$ cat config.mk
export PLATFORM = sky130hd
export DESIGN_NAME = sysclk_div_ctrl
export DESIGN_NICKNAME = d
export VERILOG_FILES = /design/src/rtl/sysclk_pkg.sv /design/src/rtl/sysclk_ctrl_reg.sv /design/src/rtl/sysclk_ratio_dec.sv /design/src/rtl/sysclk_div_cnt.sv /design/src/rtl/sysclk_div_ctrl.sv
export SDC_FILE = /design/constraint.sdc
export NUM_CORES = 1
export LEC_CHECK = 0
export BUFFER_PORTS_ARGS = -buffer_cell sky130_fd_sc_hd__buf_4
export CORE_ASPECT_RATIO = 0.75
export CORE_UTILIZATION = 40
export CTS_BUF_LIST = sky130_fd_sc_hd__clkbuf_8
export DETAILED_ROUTE_END_ITERATION = 16
export PLACE_DENSITY = 0.62
export SLEW_MARGIN = 20
export SYNTH_ARGS = -nofsm -noshare
export SYNTH_HDL_FRONTEND = slang
export SYNTH_SLANG_ARGS = --single-unit
$ cat constraint.sdc
create_clock -name clk -period 1.96 [get_ports clk]
set_input_delay 0.294 -clock clk [delete_from_list [all_inputs] [get_ports clk]]
set_output_delay 0.294 -clock clk [all_outputs]
set_load 0.05 [all_outputs]
$ cat src/rtl/sysclk_pkg.sv
package sysclk_pkg;
    localparam int DIV_SEL_W = 2;

    typedef struct packed {
        logic                 osc_off;
        logic                 reg_on;
        logic                 stop;
        logic                 sb_en;
        logic                 pm;
        logic [DIV_SEL_W-1:0] div_sel;
    } ctrl_t;

    localparam int CTRL_W = $bits(ctrl_t);
endpackage

$ cat src/rtl/sysclk_ctrl_reg.sv
module sysclk_ctrl_reg
    import sysclk_pkg::*;
(
    input  logic  clk,
    input  logic  rst_n,
    input  logic  wr_en,
    input  ctrl_t wr_word,
    input  logic  wake_req,
    output ctrl_t ctrl_q
);
    ctrl_t ctrl_d;

    always_comb begin
        ctrl_d = ctrl_q;
        if (wr_en) begin
            ctrl_d = wr_word;
        end
        // switchback: wake clears the power mode and blocks setting it
        if (ctrl_q.sb_en && wake_req) begin
            ctrl_d.pm = 1'b0;
        end
        // wake always leaves stop
        if (wake_req) begin
            ctrl_d.stop = 1'b0;
        end
    end

    always_ff @(posedge clk or negedge rst_n) begin
        if (!rst_n) begin
            ctrl_q <= '0;
        end else begin
            ctrl_q <= ctrl_d;
        end
    end
endmodule

$ cat src/rtl/sysclk_ratio_dec.sv
module sysclk_ratio_dec #(
    parameter int SEL_W   = 2,
    parameter int PM_LOG2 = 8,
    parameter int CNT_W   = 8
) (
    input  logic [SEL_W-1:0] div_sel,
    input  logic             pm,
    output logic [CNT_W-1:0] limit
);
    localparam int NSEL = 2 ** SEL_W;
    localparam logic [CNT_W-1:0] PM_LIMIT = CNT_W'((64'd1 << PM_LOG2) - 64'd1);

    logic [CNT_W-1:0] norm_tbl [NSEL];

    for (genvar i = 0; i < NSEL; i++) begin : g_tbl
        assign norm_tbl[i] = CNT_W'((64'd1 << i) - 64'd1);
    end

    always_comb begin
        if (pm) begin
            limit = PM_LIMIT;
        end else begin
            limit = norm_tbl[div_sel];
        end
    end
endmodule

$ cat src/rtl/sysclk_div_cnt.sv
module sysclk_div_cnt #(
    parameter int CNT_W = 8
) (
    input  logic             clk,
    input  logic             rst_n,
    input  logic             halt,
    input  logic [CNT_W-1:0] lim_sel,
    output logic             tick
);
    typedef struct packed {
        logic [CNT_W-1:0] cnt;
        logic [CNT_W-1:0] lim;
    } div_st_t;

    div_st_t st_d, st_q;

    always_comb begin
        st_d = st_q;
        tick = 1'b0;
        if (halt) begin
            st_d.cnt = '0;
            st_d.lim = lim_sel;
        end else if (st_q.cnt == st_q.lim) begin
            tick     = 1'b1;
            st_d.cnt = '0;
            st_d.lim = lim_sel;
        end else begin
            st_d.cnt = st_q.cnt + 1'b1;
        end
    end

    always_ff @(posedge clk or negedge rst_n) begin
        if (!rst_n) begin
            st_q <= '0;
        end else begin
            st_q <= st_d;
        end
    end
endmodule

$ cat src/rtl/sysclk_div_ctrl.sv
module sysclk_div_ctrl
    import sysclk_pkg::*;
#(
    parameter int PM_LOG2 = 8
) (
    input  logic              clk,
    input  logic              rst_n,
    input  logic              wr_en,
    input  logic [CTRL_W-1:0] wr_data,
    input  logic              wake_req,
    output logic              clk_en,
    output logic              stopped,
    output logic              reg_keep_on,
    output logic              osc_dis,
    output logic [CTRL_W-1:0] ctrl_rd
);
    localparam int NORM_MAX = 2 ** DIV_SEL_W - 1;
    localparam int CNT_W    = (PM_LOG2 > NORM_MAX) ? PM_LOG2 : NORM_MAX;

    ctrl_t            ctrl_q;
    logic [CNT_W-1:0] lim_sel;

    sysclk_ctrl_reg i_ctrl (
        .clk      (clk),
        .rst_n    (rst_n),
        .wr_en    (wr_en),
        .wr_word  (ctrl_t'(wr_data)),
        .wake_req (wake_req),
        .ctrl_q   (ctrl_q)
    );

    sysclk_ratio_dec #(
        .SEL_W   (DIV_SEL_W),
        .PM_LOG2 (PM_LOG2),
        .CNT_W   (CNT_W)
    ) i_dec (
        .div_sel (ctrl_q.div_sel),
        .pm      (ctrl_q.pm),
        .limit   (lim_sel)
    );

    sysclk_div_cnt #(
        .CNT_W (CNT_W)
    ) i_cnt (
        .clk     (clk),
        .rst_n   (rst_n),
        .halt    (ctrl_q.stop),
        .lim_sel (lim_sel),
        .tick    (clk_en)
    );

    assign stopped     = ctrl_q.stop;
    assign reg_keep_on = !(ctrl_q.stop && !ctrl_q.reg_on);
    assign osc_dis     = ctrl_q.osc_off;
    assign ctrl_rd     = ctrl_q;
endmodule

# Word level (Yosys, flattened, before mapping)
# Cells that the tools add are included.
# word_totals
reg_bits	23
input_bits	11
out_inout_bits	11
wordCells	31
# op_classes
n_addsub	1
n_lt_le_gt_ge	1
eq_ne	1
n_mux	12
bitwise_logic	1
n_reduce_logical	7
# op_table
op	n
two-way mux 8 bit	5
binary-select mux 8 bit (select 2 bit)	1
two-way mux 16 bit	1
adder 8 x 1 -> 8 bit (second input constant)	1
== test 8 bit	1
nonzero test 2 bit	3
two-way mux 5 bit	1
two-way mux 1 bit	4
greater-or-equal comparator 3 bit (second input constant)	1
NOT 2 -> 3 bit	1
logical AND 1 bit	2
logical NOT 1 bit	2

# Logic depth before layout (Yosys ltp)
# Gate-level depths: netlist (run 1).
# depth
ltp_word	7
depth_mapped	5

# By module
# Synthesis (run 1) repeated with hierarchy kept, for this count alone.
# hier_totals
hier_cells	90
hier_area_um2	1161.1
# by_module_without_submodules
mod	n_inst	cells_per_inst	area_each_um2	seq_area_each_um2
sysclk_div_cnt	1	62	790.8	400.4
sysclk_ctrl_reg	1	17	290.3	175.2
sysclk_ratio_dec	1	8	58.8	0.0
sysclk_div_ctrl	1	3	21.3	0.0

# Worst setup path before layout (run 1)
# Ideal clock, no wire load.
# synth_timing
path_type	register -> output
startpoint	register i_cnt.st_q[6] (netlist name)
endpoint	output clk_en
arrival_time_ns	1.854
t_required_ns	1.666
setup_slack_ns	-0.188
stages_incl_launch_ff	5
n_path_buf	0
path_cell_list	dfrtp_1 > or4_4 > o22ai_4 > nand2_1 > nor2_1
# synth_between
elab_chain_len	3
# synth_rtl
item	line_no	rtl
start, declared	sysclk_div_cnt.sv:15	div_st_t st_d, st_q;
start signal, assigned	sysclk_div_cnt.sv:36	st_q <= st_d;
== test 8 bit	sysclk_div_cnt.sv:23	end else if (st_q.cnt == st_q.lim) begin
two-way mux 1 bit	sysclk_div_cnt.sv:23	
two-way mux 1 bit	sysclk_div_cnt.sv:20	if (halt) begin
end, declared	sysclk_div_ctrl.sv:11	output logic clk_en,
# Every way passes these cells.

# Worst setup path in the final report (run 1)
# Same ends and word-level chain as after synthesis.

==> run metrics, run 1 <==
yosys warns 0; Register-to-Register Path Depth 6; post-synth cell types 24; IO Count 22; Critical Path AT about 1700 ps; largest net degree at the start of global routing 20; Layout area overhead 29.2%; Post-Syn Instances 78; CTS clk-pin slew, worst paths 70 ps; CTS tree built; clk_skew 2.39 ps; filler instances 182; fin crit period 2020 ps; CP Launch Type flop; Initial Util 0.438; Longest Clk Path Bufs 2; CORE AREA about 2100 um^2; Setup Total Neg Slack -60.0 ps; CP Data Required Time 1670 ps; sequential area share after synthesis 0.521; Die Ht 43.4 um; Final GP Congestion 0.753; failing checks setup timing; DIE WIDTH around 57 um; Critical Path End Type output port; R2R Path Start i_cnt.st_q[6]$_DFFE_PN0P_; Hold Crit Class in -> reg; vias 623; GR Overflow Total 0; fraction of layout cells with a size suffix above 1 0.400; worst flop-to-flop path endpoint i_cnt.st_q[6]$_DFFE_PN0P_; first-pass GRT wire length 2950 um; initial DRC count 9; Mapped Area 912 um^2; flops & latches, synth 19; Hold Slack between 150 and 200 ps; f_max 495 MHz; Setup Crit Path Kind reg -> out; syn_area_per_cell 11.7 um^2; R2R Setup Slk 40 ps; Clock Latency Late Sink 260 ps; DRC 0; DR WL/cell 13.2 um; PortBufs 21; RSZ-0062 raised after global routing true; peak supply drop 595 uV; final hold vios 0; Root Driver clkbuf_8; static leakage between 0.0005 and 0.0006 uW; FP Rows 14; Detailed Route WL 1700 um; fin crit share 1.03; DPL Wire Length 1210 um; antenna violations before repair 0; worst hold path depth 2; pwr dens 1230 nW/um^2; Setup WS post-layout -60.0 ps; All-Layer GR Usage 0.169; DR pass1 iterations 3; # diodes 0; via density per instance 4.83; Rel. slew slack 0.781; Hold Crit Start wake_req; max cap viols 0; Setup Viol. Count Final 1; NumNets Final 118; remaining antenna violation count 0; Hold Path End i_ctrl.ctrl_q[4]$_DFFE_PN0P_; area occupied by multi-input gates just over 400 um^2; sequential cell area 475 um^2; slew of the pin with the lowest slew margin 326 ps; number of global-route vias before repair 615; die area 2480 um^2; status finished with violations; Slew Viols, Final 0; H-tree depth 1; largest fanout on the critical path 2; net count after synthesis 90; CTS buffer count 3; clk sinks 19
[kinds of logic (layout without fill, tap and decap cells)]
logic type | after synthesis | after routing | synth area share
simple gates | 25 | 25 | 0.139
flops | 19 | 19 | 0.521
xor+xnor | 10 | 10 | 0.0960
mux | 9 | 9 | 0.108
compound gates | 8 | 8 | 0.0768
buf+inv | 6 | 33 | 0.0453
fa+ha+maj | 1 | 1 | 0.0137
[cells in the mapped netlist, drive strengths merged]
cell type / count / area (um^2)
a211oi: 2 / 15.0
a21o: 1 / 15.0
a21oi: 4 / 20.0
and4: 1 / 8.76
buf: 4 / 33.8
clkbuf: 1 / 3.75
dfrtp: 19 / 475
ha: 1 / 12.5
inv: 1 / 3.75
mux2: 7 / 78.8
mux2i: 2 / 20.0
nand2: 4 / 15.0
nand2b: 1 / 6.26
nand3: 3 / 15.0
nor2: 12 / 45.0
nor2b: 1 / 6.26
nor4: 1 / 12.5
o22ai: 1 / 20.0
or2: 1 / 6.26
or4: 1 / 11.3
xnor2: 3 / 26.3
xor2: 7 / 61.3
[how the worst max path moves through the flow]
stage	endpoint	slack, ps	cells after the start	start
6_report	clk_en	-60	5	i_cnt.st_q[6]$_DFFE_PN0P_
5_1_grt	clk_en	-140	5	i_cnt.st_q[6]$_DFFE_PN0P_
4_1_cts	clk_en	-80	5	i_cnt.st_q[6]$_DFFE_PN0P_
3_5_place_dp	clk_en	130	5	i_cnt.st_q[6]$_DFFE_PN0P_
2_1_floorplan	clk_en	20	4	i_cnt.st_q[6]$_DFFE_PN0P_
3_3_place_gp	clk_en	150	5	i_cnt.st_q[6]$_DFFE_PN0P_
[through the flow]
step / std cells / utilization / power (uW) / area, um^2 / setup WS, ps
floorplan: 78 / - / 964 / 915 / 23.6
global placement: 120 / 0.518 / 1080 / 1080 / 145
detailed placement: 120 / 0.518 / 1080 / 1080 / 126
CTS: 128 / 0.558 / 1420 / 1160 / -77.7
global route: 129 / 0.565 / 1550 / 1180 / -143
finish: 129 / 0.565 / 1450 / 1180 / -60.0
[layer usage]
layer	global-route usage	routed length, um	vias to the layer above
met2	0.228	720	8
met5	0	0	-
li1	-	-	317
met3	0.0627	69	4
met4	0.102	40	0
met1	0.231	872	294
[state kept, by name, indices dropped and copies added, names as in the netlist]
| signal | flops |
|---|---|
| i_cnt.st_q | 12 |
| i_ctrl.ctrl_q | 7 |
[worst max-delay path: stages (launching register included)]
cell,delay [ps]
dfrtp_1,380
or4_4,550
o22ai_4,160
nand2_1,80
nor2_2,130
buf_6,160
[what timing repair did]
action,4_1_cts,5_1_grt
endpoints found under the hold margin,19,0
buffers inserted,3,1
setup endpoints to repair,1,1
pin swaps,1,2
gates resized for setup,1,1
hold buffers,1,0
[cells in the final DEF, fill, tap and decap left out, drive strengths merged, types with 2 or more instances in the layout]
cell type  synthesis  routed
a211oi             2       2
nand2              4       4
buf                4      27
xor2               7       7
clkbuf             1       3
nor2              12      12
mux2               7       7
xnor2              3       3
nand3              3       3
mux2i              2       2
dfrtp             19      19
a21oi              4       4
[power breakdown]
group / internal, uW / leakage, uW / total [uW] / switching [uW]
Combinational: 289 / 0.000288 / 609 / 320
Sequential: 483 / 0.000235 / 568 / 84.5
Clock: 142 / 0.0000255 / 276 / 134
[cell type report]
| type | instances | area share |
|---|---|---|
| inverter | 1 | 0.00318 |
| timing repair buffer | 28 | 0.184 |
| multi-input combinational | 53 | 0.345 |
| tap | 24 | 0.0255 |
| clock buffer | 3 | 0.0350 |
| sequential | 19 | 0.403 |
| clock inverter | 1 | 0.00425 |
Note: power is estimated with default switching activity, not from simulation.
==> inputs of run 2 (changes only) <==
SKIP_LAST_GASP = 1   (was default)
==> run 2 against run 1 <==
Compared with the run above: the run still ends with setup timing left; utilization stayed put; combinational power hardly changed; non-clock buffer count stayed put; worst hold slack stayed put; highest routed layer unchanged.
==> run metrics, run 2 (synthesis results as in run 1) <==
crit path launch i_cnt.st_q[6]$_DFFE_PN0P_; CTS clk-pin slew, worst paths ~70 ps; Setup WS post-layout -60.0 ps; Die Ht 43.4 um; met1 Track Usage GR 0.231; largest registers i_cnt.st_q: 12 flops, i_ctrl.ctrl_q: 7 flops; initial DRC count 9; remaining antenna violation count 0; Detailed Route WL 1700 um; Gate power share 0.419; DIE WIDTH roughly 57 um; pwr dens 1230 nW/um^2; fin crit share 1.03; IO Count 22; Longest Clk Path Bufs 2; NumNets Final approximately 120; met3 Use GR 0.0627; Clock Latency Late Sink 260 ps; CTS tree built; Most flops, register i_cnt.st_q; H-tree depth 1; number of global-route vias before repair slightly above 600; FP Rows 14; Slew Viols, Final 0; most frequent cells in the layout buf_4, dfrtp_1, nor2_1; fin crit period a little over 2000 ps; f_max around 500 MHz; met2 usage 0.228; Critical Path End Type output port; Seq pwr share 0.391; GR Overflow Total 0; CP Data Required Time 1670 ps; static leakage 0.000548 uW; Setup Viol. Count Final 1; clk sinks 19; filler instances around 180; via density per instance 4.83; Final GP Congestion 0.753; DR WL/cell 13.2 um; die area approximately 2500 um^2; P_sw approximately 540 uW; Int Pwr 914 uW; CP Launch Type flop; clk_skew 2.39 ps; first-pass GRT wire length 2950 um; slew of the pin with the lowest slew margin 326 ps; vias roughly 620; failing checks setup timing; # diodes 0; PortBufs 21; Setup Crit Path Kind reg -> out; RSZ-0062 raised after global routing true; Root Driver clkbuf_8; max reg flops 12; CTS buffer count 3; switch share 0.371; largest net degree at the start of global routing 20; Layout area overhead 29.2%; status finished with violations; fraction of layout cells with a size suffix above 1 0.400; most common cell after layout, fill and taps aside buf_4; Setup Total Neg Slack -60.0 ps; CORE AREA 2080 um^2; clock power share 0.190; R2R Path Start i_cnt.st_q[6]$_DFFE_PN0P_; All-Layer GR Usage 0.169; DPL Wire Length 1210 um; largest fanout on the critical path 2; Critical Path AT 1730 ps; Rel. slew slack 0.781; Hold Crit Class in -> reg; Hold Crit Start wake_req; final core utilization 0.565; DR pass1 iterations 3; gr busiest metal met1; max cap viols 0; final hold vios 0; Initial Util 0.438; antenna violations before repair 0; peak supply drop 595 uV; DRC 0
-- run 2: area by class of cell --
cell class                 count  area (um^2)  share of cell area
tap                           24         30.0              0.0255
clock inverter                 1         5.00             0.00425
multi-input combinational     53          407               0.345
clock buffer                   3         41.3              0.0350
inverter                       1         3.75             0.00318
timing repair buffer          28          216               0.184
sequential                    19          475               0.403
-- run 2: final timing paths --
path	to	slack (ps)	depth (start not counted)
setup / recovery	clk_en	-60	5
hold / removal	i_ctrl.ctrl_q[4]$_DFFE_PN0P_	200	2
setup reg to reg	i_cnt.st_q[6]$_DFFE_PN0P_	40	6
hold reg to reg	i_ctrl.ctrl_q[2]$_DFFE_PN0P_	470	1
max in group asynchronous	i_cnt.st_q[12]$_DFF_PN0_	1330	2
min in group asynchronous	i_ctrl.ctrl_q[6]$_DFFE_PN0P_	430	2
-- run 2: per-stage QoR --
stage	area (um^2)	hold WS [ps]	instances	worst slack, ps	total power (uW)
finish	1180	195	129	-60.0	1450
global route	1180	183	129	-143	1550
global placement	1080	182	120	145	1080
detailed placement	1080	183	120	126	1080
CTS	1160	191	128	-77.7	1420
floorplan	915	-1.59	78	23.6	964
-- run 2: repair_timing --
| item | CTS | global route |
|---|---|---|
| hold buffers | 1 | 0 |
| buffers inserted | 3 | 1 |
| resized for setup | 1 | 1 |
| pin swaps | 1 | 2 |
| endpoints found under the hold margin | 19 | 0 |
| endpoints found under the setup margin | 1 | 1 |
-- run 2: routing by layer --
layer	vias to the layer above	share of wire
met5	-	0
met4	0	0.023
met1	294	0.51
met2	8	0.42
met3	4	0.041
li1	317	-
-- run 2: power by group through the flow --
stage          logic (uW)  registers (uW)  clock network, uW
2_1_floorplan         357             607                  0
3_3_place_gp          493             583                  0
3_5_place_dp          499             583                  0
4_1_cts               565             570                283
5_1_grt               659             587                307
6_report              609             568                276
-- run 2: worst max-delay path, stage by stage (launching register included) --
cell and delay [ps]:
dfrtp_1 380, or4_4 550, o22ai_4 160, nand2_1 80, nor2_2 130, buf_6 160
